**src/rtl/rx_lane_order_pkg.sv**
```systemverilog
package rx_lane_order_pkg;

   localparam int LANES = 2;

   typedef enum logic [1:0] {
      ORD_NONE = 2'd0,
      ORD_KEEP = 2'd1,
      ORD_PAD  = 2'd2
   } ord_op_e;

endpackage

```
**src/rtl/rx_lane_match.sv**
```systemverilog
module rx_lane_match #(
   parameter int                SYM_W     = 10,
   parameter int                LANES     = 2,
   parameter logic [SYM_W-1:0]  ORDER_SYM = '0
) (
   input  logic [LANES*SYM_W-1:0] word_i,
   output logic [LANES-1:0]       hit_o
);

   for (genvar g = 0; g < LANES; g++) begin : g_lane
      assign hit_o[g] = (word_i[g*SYM_W +: SYM_W] == ORDER_SYM);
   end

endmodule

```
**src/rtl/rx_order_arm.sv**
```systemverilog
module rx_order_arm #(
   parameter bit MANUAL = 1'b0
) (
   input  logic clk,
   input  logic rst_n,
   input  logic sync_ok_i,
   input  logic order_en_i,
   input  logic op_done_i,
   output logic req_o,
   output logic clr_o
);

   if (MANUAL) begin : g_manual
      logic en_q;
      logic armed_q;
      logic rise;
      logic unused_sync;

      assign unused_sync = sync_ok_i;
      assign rise        = order_en_i & ~en_q;

      always_ff @(posedge clk or negedge rst_n) begin
         if (!rst_n) begin
            en_q    <= 1'b0;
            armed_q <= 1'b0;
         end else begin
            en_q    <= order_en_i;
            armed_q <= (armed_q | rise) & ~op_done_i;
         end
      end

      assign req_o = armed_q | rise;
      assign clr_o = 1'b0;
   end else begin : g_auto
      logic armed_q;
      logic unused_en;

      assign unused_en = order_en_i;

      always_ff @(posedge clk or negedge rst_n) begin
         if (!rst_n) begin
            armed_q <= 1'b1;
         end else if (!sync_ok_i) begin
            armed_q <= 1'b1;
         end else if (op_done_i) begin
            armed_q <= 1'b0;
         end
      end

      assign req_o = armed_q & sync_ok_i;
      assign clr_o = ~sync_ok_i;
   end

endmodule

```
**src/rtl/rx_lane_shift.sv**
```systemverilog
module rx_lane_shift
   import rx_lane_order_pkg::*;
#(
   parameter int               SYM_W   = 10,
   parameter logic [SYM_W-1:0] PAD_SYM = '0
) (
   input  logic                 clk,
   input  logic                 rst_n,
   input  logic                 in_valid_i,
   input  logic [2*SYM_W-1:0]   in_data_i,
   input  ord_op_e              op_i,
   input  logic                 clr_i,
   output logic                 out_valid_o,
   output logic [2*SYM_W-1:0]   out_data_o,
   output logic                 flag_o,
   output logic                 phase_o
);

   localparam int WORD_W = 2 * SYM_W;

   logic             phase_q;
   logic             phase_eff;
   logic [SYM_W-1:0] hold_q;
   logic [SYM_W-1:0] sym_lo;
   logic [SYM_W-1:0] sym_hi;

   assign sym_lo    = in_data_i[SYM_W-1:0];
   assign sym_hi    = in_data_i[WORD_W-1:SYM_W];
   assign phase_eff = phase_q & ~clr_i;

   always_ff @(posedge clk or negedge rst_n) begin
      if (!rst_n) begin
         phase_q     <= 1'b0;
         hold_q      <= '0;
         out_valid_o <= 1'b0;
         out_data_o  <= '0;
         flag_o      <= 1'b0;
      end else begin
         out_valid_o <= in_valid_i;
         flag_o      <= in_valid_i & (op_i != ORD_NONE);
         if (clr_i) begin
            phase_q <= 1'b0;
         end
         if (in_valid_i) begin
            hold_q <= sym_hi;
            if (phase_eff) begin
               out_data_o <= {sym_lo, hold_q};
            end else if (op_i == ORD_PAD) begin
               out_data_o <= {sym_lo, PAD_SYM};
               phase_q    <= 1'b1;
            end else begin
               out_data_o <= in_data_i;
            end
         end
      end
   end

   assign phase_o = phase_q;

endmodule

```
**src/rtl/rx_lane_orderer.sv**
```systemverilog
module rx_lane_orderer
   import rx_lane_order_pkg::*;
#(
   parameter int               SYM_W     = 10,
   parameter logic [SYM_W-1:0] ORDER_SYM = 10'h17C,
   parameter logic [SYM_W-1:0] PAD_SYM   = 10'h09C,
   parameter bit               MANUAL    = 1'b0
) (
   input  logic                 clk,
   input  logic                 rst_n,
   input  logic                 in_valid,
   input  logic [2*SYM_W-1:0]   in_data,
   input  logic                 sync_ok,
   input  logic                 order_en,
   output logic                 out_valid,
   output logic [2*SYM_W-1:0]   out_data,
   output logic                 order_flag
);

   if (!(SYM_W == 8 || SYM_W == 10)) begin : g_bad_width
      $error("rx_lane_orderer: SYM_W must be 8 or 10");
   end
   if (ORDER_SYM == PAD_SYM) begin : g_bad_pad
      $error("rx_lane_orderer: PAD_SYM must differ from ORDER_SYM");
   end

   logic [LANES-1:0] hit;
   logic             req;
   logic             clr;
   logic             phase;
   logic             op_done;
   ord_op_e          op;

   rx_lane_match #(
      .SYM_W     (SYM_W),
      .LANES     (LANES),
      .ORDER_SYM (ORDER_SYM)
   ) u_match (
      .word_i (in_data),
      .hit_o  (hit)
   );

   rx_order_arm #(
      .MANUAL (MANUAL)
   ) u_arm (
      .clk        (clk),
      .rst_n      (rst_n),
      .sync_ok_i  (sync_ok),
      .order_en_i (order_en),
      .op_done_i  (op_done),
      .req_o      (req),
      .clr_o      (clr)
   );

   always_comb begin
      op = ORD_NONE;
      if (in_valid && req) begin
         if (!phase) begin
            if (hit[0]) begin
               op = ORD_KEEP;
            end else if (hit[1]) begin
               op = ORD_PAD;
            end
         end else if (hit[1]) begin
            op = ORD_KEEP;
         end
      end
   end

   assign op_done = (op != ORD_NONE);

   rx_lane_shift #(
      .SYM_W   (SYM_W),
      .PAD_SYM (PAD_SYM)
   ) u_shift (
      .clk         (clk),
      .rst_n       (rst_n),
      .in_valid_i  (in_valid),
      .in_data_i   (in_data),
      .op_i        (op),
      .clr_i       (clr),
      .out_valid_o (out_valid),
      .out_data_o  (out_data),
      .flag_o      (order_flag),
      .phase_o     (phase)
   );

endmodule

```
**config.mk**
```make
export PLATFORM = sky130hd
export DESIGN_NAME = rx_lane_orderer
export DESIGN_NICKNAME = d
export VERILOG_FILES = /design/src/rtl/rx_lane_order_pkg.sv /design/src/rtl/rx_lane_match.sv /design/src/rtl/rx_order_arm.sv /design/src/rtl/rx_lane_shift.sv /design/src/rtl/rx_lane_orderer.sv
export SDC_FILE = /design/constraint.sdc
export NUM_CORES = 1
export LEC_CHECK = 0
export BUFFER_PORTS_ARGS = -buffer_cell sky130_fd_sc_hd__buf_2
export CORE_AREA = 2 2 76 56
export CTS_CLUSTER_DIAMETER = 100
export DETAILED_ROUTE_END_ITERATION = 10
export DIE_AREA = 0 0 78 58
export GPL_TIMING_DRIVEN = 0
export PLACE_DENSITY = 0.73
export SETUP_SLACK_MARGIN = 0.4
export SYNTH_ARGS = -nofsm -noshare
export SYNTH_HDL_FRONTEND = slang
export SYNTH_SLANG_ARGS = --single-unit
```
**constraint.sdc**
```tcl
create_clock -name clk -period 1.56 [get_ports clk]
set_clock_uncertainty 0.05 [all_clocks]
set_input_delay 0.156 -clock clk [delete_from_list [all_inputs] [get_ports clk]]
set_output_delay 0.156 -clock clk [all_outputs]
set_load 0.02 [all_outputs]
```
After elaboration in Yosys (flattened, before gate mapping)

Cells that the tools add are included.

Bits in writable memories: 0
Output and inout port bits: 22
Memory bits (read-only): 0
Register bits: 34
Bits in latches: 0
Bits of input ports: 25
Logic and storage cells: 28
Memories: 0

Bitwise gates (word level): 3
Divide/modulo/power cells: 0
Reduce and logical (&&, ||, !) cells: 2
Order comparisons: 0
Eq/ne operators: 4
Multiplexer cells: 13
$mul: 0
Add/subtract/negate cells: 0
Shifts and indexed selects: 0

Operators with widths:

| operator                                                                 | count |
|---|---|
| 20-bit two-way mux                                                       | 2 |
| 10-bit by 9-bit equality test with 1-bit output (second input constant)  | 2 |
| 2-bit two-way mux                                                        | 4 |
| 1-bit two-way mux                                                        | 7 |
| 1-bit AND                                                                | 3 |
| 2-bit equality test (second input constant)                              | 1 |
| 2-bit by 1-bit inequality test with 1-bit output (second input constant) | 1 |
| 2-bit nonzero test                                                       | 1 |
| 1-bit logical AND                                                        | 1 |

Depth between registers and ports, before layout

Depth after elaboration: 9
Mapped depth: 6
Depth with buffers taken out: 4

Modules after synthesis

Synthesis repeated with hierarchy kept, for this count alone.

Cell total of the unflattened synthesis: 160
Area total of the unflattened synthesis: 1712.9 µm²

Modules (own cells, without submodules):

| module          | cells an instance | sequential area each (µm²) | times used | area each (µm²) |
|---|---|---|---|---|
| rx_lane_shift   | 142               | 825.8                      | 1          | 1562.7 |
| rx_lane_match   | 6                 | 0.0                        | 1          | 60.1 |
| rx_lane_orderer | 7                 | 0.0                        | 1          | 47.5 |
| rx_order_arm    | 5                 | 26.3                       | 1          | 42.5 |

Worst setup path after synthesis

Ideal clock, no wire load.

Path type: register -> register
From: reg u_arm.g_auto.armed_q
To: reg u_shift.out_data_o[8]
Setup slack: 0.091 ns
Path buffers: 1
Arrival: 1.278 ns
Library setup time: 0.141 ns
Stages on the path, launching flop included: 6
Period minus slack after synthesis: 1.469 ns
Required time: 1.369 ns
Cells stage by stage: dfstp_2 > and4b_1 > nand4_1 > clkbuf_1 > o211ai_1 > a31oi_1

Word-level cells in the longest chain between the ends: 6

RTL lines:

| element                | line                  | source |
|---|---|---|
| from (decl)            | rx_order_arm.sv:35    | `logic armed_q;` |
| from (signal assigned) | rx_order_arm.sv:42    | `armed_q <= 1'b1;` |
| from (signal assigned) | rx_order_arm.sv:44    | `armed_q <= 1'b1;` |
| from (signal assigned) | rx_order_arm.sv:46    | `armed_q <= 1'b0;` |
| 1-bit AND              | rx_order_arm.sv:50    | `assign req_o = armed_q & sync_ok_i;` |
| 1-bit logical AND      | rx_lane_orderer.sv:57 | `if (in_valid && req) begin` |
| 2-bit two-way mux      | rx_lane_orderer.sv:57 |  |
| 2-bit equality test    | rx_lane_shift.sv:48   | `end else if (op_i == ORD_PAD) begin` |
| 20-bit two-way mux     | rx_lane_shift.sv:48   |  |
| 20-bit two-way mux     | rx_lane_shift.sv:46   | `if (phase_eff) begin` |
| to (signal assigned)   | rx_lane_shift.sv:47   | `out_data_o <= {sym_lo, hold_q};` |
| to (signal assigned)   | rx_lane_shift.sv:49   | `out_data_o <= {sym_lo, PAD_SYM};` |
| to (signal assigned)   | rx_lane_shift.sv:52   | `out_data_o <= in_data_i;` |
| to (decl)              | rx_lane_shift.sv:14   | `output logic [2*SYM_W-1:0] out_data_o,` |

Every way passes these cells.
A chain may end at the register's enable or synchronous reset.

Worst setup path in the final report

From: reg u_arm.g_auto.armed_q
To: reg u_shift.out_data_o[14]

Same word-level chain as after synthesis.

==> results.txt <==
- The number of max-slew violations in the final report came to 0.
* Largest net degree at the start of global routing: 35
- Worst Reg2Reg Path Length in Cells: 5
- Across the run, the number of max-cap violations was 0.
* Result of the run: finished, violations left
* Clock net sink count: 34
- Routed wire per std cell: 17.4 um
* Post-synthesis async set-or-reset flop share: 100%
- Detailed placement ended at an HPWL of 3380 um.
* Crit Path Class: register to register
- Area of the core: 3800 um2
- The path class of the tightest hold or removal check is input pin to register.
- Tcrit/Tclk final: 104%
- Starting utilization of the core area: 44.6%
- In the routed design, unresolved DRC markers number 0.
* Register-to-Register Setup Slack: -60 ps
* Antenna Violating Nets Remaining: 0
* Yosys reg bits: 34
- Post-route core utilization: 60.6%
* Fin worst setup slack: -59.1 ps
- Via count: 1725
* Critical-path maximum fanout: 5
* Depth of the worst hold-timing path: 1
* Maximum ir drop on the vdd rail: 0.000692 V
* Post-layout net count: 269
* Max-Slew Margin vs Limit: 40.3%
- In this run, CTS created clock tree buffers numbering 5.
- After synthesis, the mean cell area works out to 9.23 um2.
- Yosys mapped a number of flops with a built-in enable equal to 0.
* Ranking of synthesized cells by instance count: 33 x sky130_fd_sc_hd__dfrtp_1, 17 x sky130_fd_sc_hd__a31oi_1, 17 x sky130_fd_sc_hd__nand2_1
* Setup repair after global routing missed its margin: true
- For hold timing, the worst endpoint is u_shift.out_valid_o$_DFF_PN0_.
* Remaining global-route overflow: 0
- Clock-pin slew was measured on the worst setup and hold paths at 60 ps.
- Starting DRC count in detailed routing: 211
* Timing-limited maximum frequency: 0.618 GHz
- 47 I/O pins were placed.
* Antenna diode count: 0
- Mapped Nets: 209
* Total iterations of the first detailed-routing run: 5
* Clk Latency, worst-skew pair: 300 ps
* Final weighted congestion in routability-driven placement: 0.842
- Total track usage: 23.8%
- Number of endpoints with negative hold slack in the final report: 0
- Final setup violating endpoints: 6
- The first global-routing pass estimated 8150 um of wire.
- For this design the ratio of total power to cell area is 879 nW/um2.
* CP Launch Type: register
* Worst endpoint required time: 1670 ps
* CTS H-Tree Depth: 2
- After detailed routing, the number of vias per cell comes to 5.81.
- Min Clock Period, post-route: 1620 ps
- The top cell type by area accounts for 48.6% of the synthesized area.
- The routed design has 5150 um of wire.
- Antenna violations before repair: 0
- Ys flop type: sky130_fd_sc_hd__dfrtp_1
- In the post-synthesis netlist, the biggest area contributors are sky130_fd_sc_hd__dfrtp_1 49%, sky130_fd_sc_hd__a31oi_1 6.3%, sky130_fd_sc_hd__o21ai_0 4.7%.
- The startpoint identified for the worst hold timing path is in_valid.
- Most area-hungry cell type in the Yosys netlist: sky130_fd_sc_hd__dfrtp_1
- Number of cell rows: 19
- The endpoint identified for the worst register-to-register timing path is u_shift.out_data_o[14]$_DFFE_PN0P_.
* Count of unique library cells instantiated by Yosys: 31
- Most frequent cell after synthesis: sky130_fd_sc_hd__dfrtp_1
- Area Overhead vs Synth: 35.8%
- DIE AREA: 4520 um2
- Clock Tree Root: sky130_fd_sc_hd__clkbuf_8
- The via count of the first global-routing pass was 1653.
- Post-synthesis sequential area ratio: 50.2%
- Cells with a size suffix above 1 make up 33.9% of the layout.
* Violations in the final reports: setup timing
* Critical path data arrival time: 1730 ps
- The die is 78 um wide.
- Leakage: 1.06 nW
* Worst reg2reg path startpoint: u_arm.g_auto.armed_q$_DFFE_PN1P_
* Post-synthesis cell area: 1700 um2
* CP endpoint kind: register
* CTS tree: yes
* Die Ht: 58 um
- Transition time at the pin with the least slew margin: 888 ps
- Max Buffers Root-to-Sink: 2
- Port buffering added 45 buffers.
- Synth Instances: 184
- Yosys warning total: 0
- Accumulated negative setup slack: -145 ps
-- routing by layer --
layer | vias up | share of wire [%] | routed length [um] | global-route usage (%)
li1 | 792 | - | - | -
met5 | - | 0 | 0 | 0
met1 | 827 | 45 | 2310 | 33.0
met4 | 0 | 1.1 | 55 | 9.02
met3 | 9 | 8.9 | 459 | 5.76
met2 | 97 | 45 | 2330 | 36.7
-- registers in the layout (all words and copies together), names as in the netlist --
| register | flops |
|---|---|
| u_shift.flag_o | 1 |
| u_shift.out_valid_o | 1 |
| u_shift.out_data_o | 20 |
| u_shift.phase_o | 1 |
| u_shift.hold_q | 10 |
| u_arm.g_auto.armed_q | 1 |
-- worst max-delay path: stages (launching register included) --
cell                       delay, ps
sky130_fd_sc_hd__dfstp_2         530
sky130_fd_sc_hd__and4b_1         200
sky130_fd_sc_hd__nand4_1         190
sky130_fd_sc_hd__clkbuf_8        230
sky130_fd_sc_hd__o21ai_0         190
sky130_fd_sc_hd__nand3_1         110
-- final cells by class --
class                   instances  area (um2)
plain buffers                  14        91.3
clock buffers                   7        86.3
clock inverters                 1        5.00
fillers                       355        1500
inverters                      11        41.3
multi-input cells             125         800
flip-flops and latches         34         852
well taps                      52        65.1
repair buffers                 53         365
-- worst max-delay path by stage --
stage / to / slack [ps] / cells after the start / from
6_report: u_shift.out_data_o[14]$_DFFE_PN0P_ / -60 / 5 / u_arm.g_auto.armed_q$_DFFE_PN1P_
5_1_grt: u_shift.out_data_o[8]$_DFFE_PN0P_ / -150 / 5 / u_arm.g_auto.armed_q$_DFFE_PN1P_
4_1_cts: u_shift.out_data_o[8]$_DFFE_PN0P_ / -3 / 5 / u_arm.g_auto.armed_q$_DFFE_PN1P_
3_5_place_dp: u_shift.out_data_o[18]$_DFFE_PN0P_ / -170 / 6 / u_shift.phase_o$_DFF_PN0_
3_3_place_gp: u_shift.out_data_o[14]$_DFFE_PN0P_ / -130 / 6 / u_shift.phase_o$_DFF_PN0_
2_1_floorplan: u_shift.out_data_o[8]$_DFFE_PN0P_ / 120 / 5 / u_arm.g_auto.armed_q$_DFFE_PN1P_
-- stage by stage --
stage / hold slack (ps) / cells / power [mW] / setup WS, ps / instance area (um2)
2_1_floorplan: -190 / 184 / 1.19 / 123 / 1750
3_3_place_gp: 206 / 281 / 1.33 / -130 / 2040
3_5_place_dp: 214 / 281 / 1.34 / -170 / 2040
4_1_cts: 14.2 / 297 / 2.02 / -3.23 / 2290
5_1_grt: 9.74 / 297 / 2.11 / -154 / 2310
6_report: 20.6 / 297 / 2.03 / -59.1 / 2310
-- where the power goes --
group	total, mW	internal, mW	switching [mW]
logic	0.365	0.144	0.221
clock network	0.675	0.356	0.319
registers	0.988	0.953	0.0344
-- placed cells by master, fill, tap and decap left out, types with 2 or more instances in the layout --
cell	count
sky130_fd_sc_hd__clkbuf_2	5
sky130_fd_sc_hd__buf_2	39
sky130_fd_sc_hd__inv_1	11
sky130_fd_sc_hd__a211oi_2	3
sky130_fd_sc_hd__nand3_1	9
sky130_fd_sc_hd__clkbuf_1	6
sky130_fd_sc_hd__nor2b_1	12
sky130_fd_sc_hd__buf_8	4
sky130_fd_sc_hd__dfrtp_1	33
sky130_fd_sc_hd__nand2_1	17
sky130_fd_sc_hd__a31oi_1	17
sky130_fd_sc_hd__clkbuf_4	2
sky130_fd_sc_hd__nand4_1	8
sky130_fd_sc_hd__o211ai_1	3
sky130_fd_sc_hd__buf_4	4
sky130_fd_sc_hd__o21ai_0	15
sky130_fd_sc_hd__clkbuf_8	7
sky130_fd_sc_hd__o21ai_1	5
sky130_fd_sc_hd__nor2_1	12
sky130_fd_sc_hd__mux2_2	4
sky130_fd_sc_hd__and4b_1	2
sky130_fd_sc_hd__buf_6	5
sky130_fd_sc_hd__o22ai_1	4
-- kinds of logic (layout without fill, tap and decap cells) --
family                 count (synthesis)  in the layout  share of synthesized area, %
AND/OR/NAND/NOR                       71             71                          23.5
AO/OA/AOI/OAI                         50             50                          17.6
flip-flops                            34             34                          50.2
buffers and inverters                 25             86                          6.04
multiplexers                           4              4                          2.65
-- what timing repair did --
item | 4_1_cts | 5_1_grt
setup endpoints to repair | 29 | 23
resized for setup | 21 | 6
endpoints found under the hold margin | 33 | 0
hold buffers | 1 | 0
buffers inserted | 5 | 0
pin swaps | 6 | 4
cloned | 2 | 0
(Power assumes the default switching activity.)
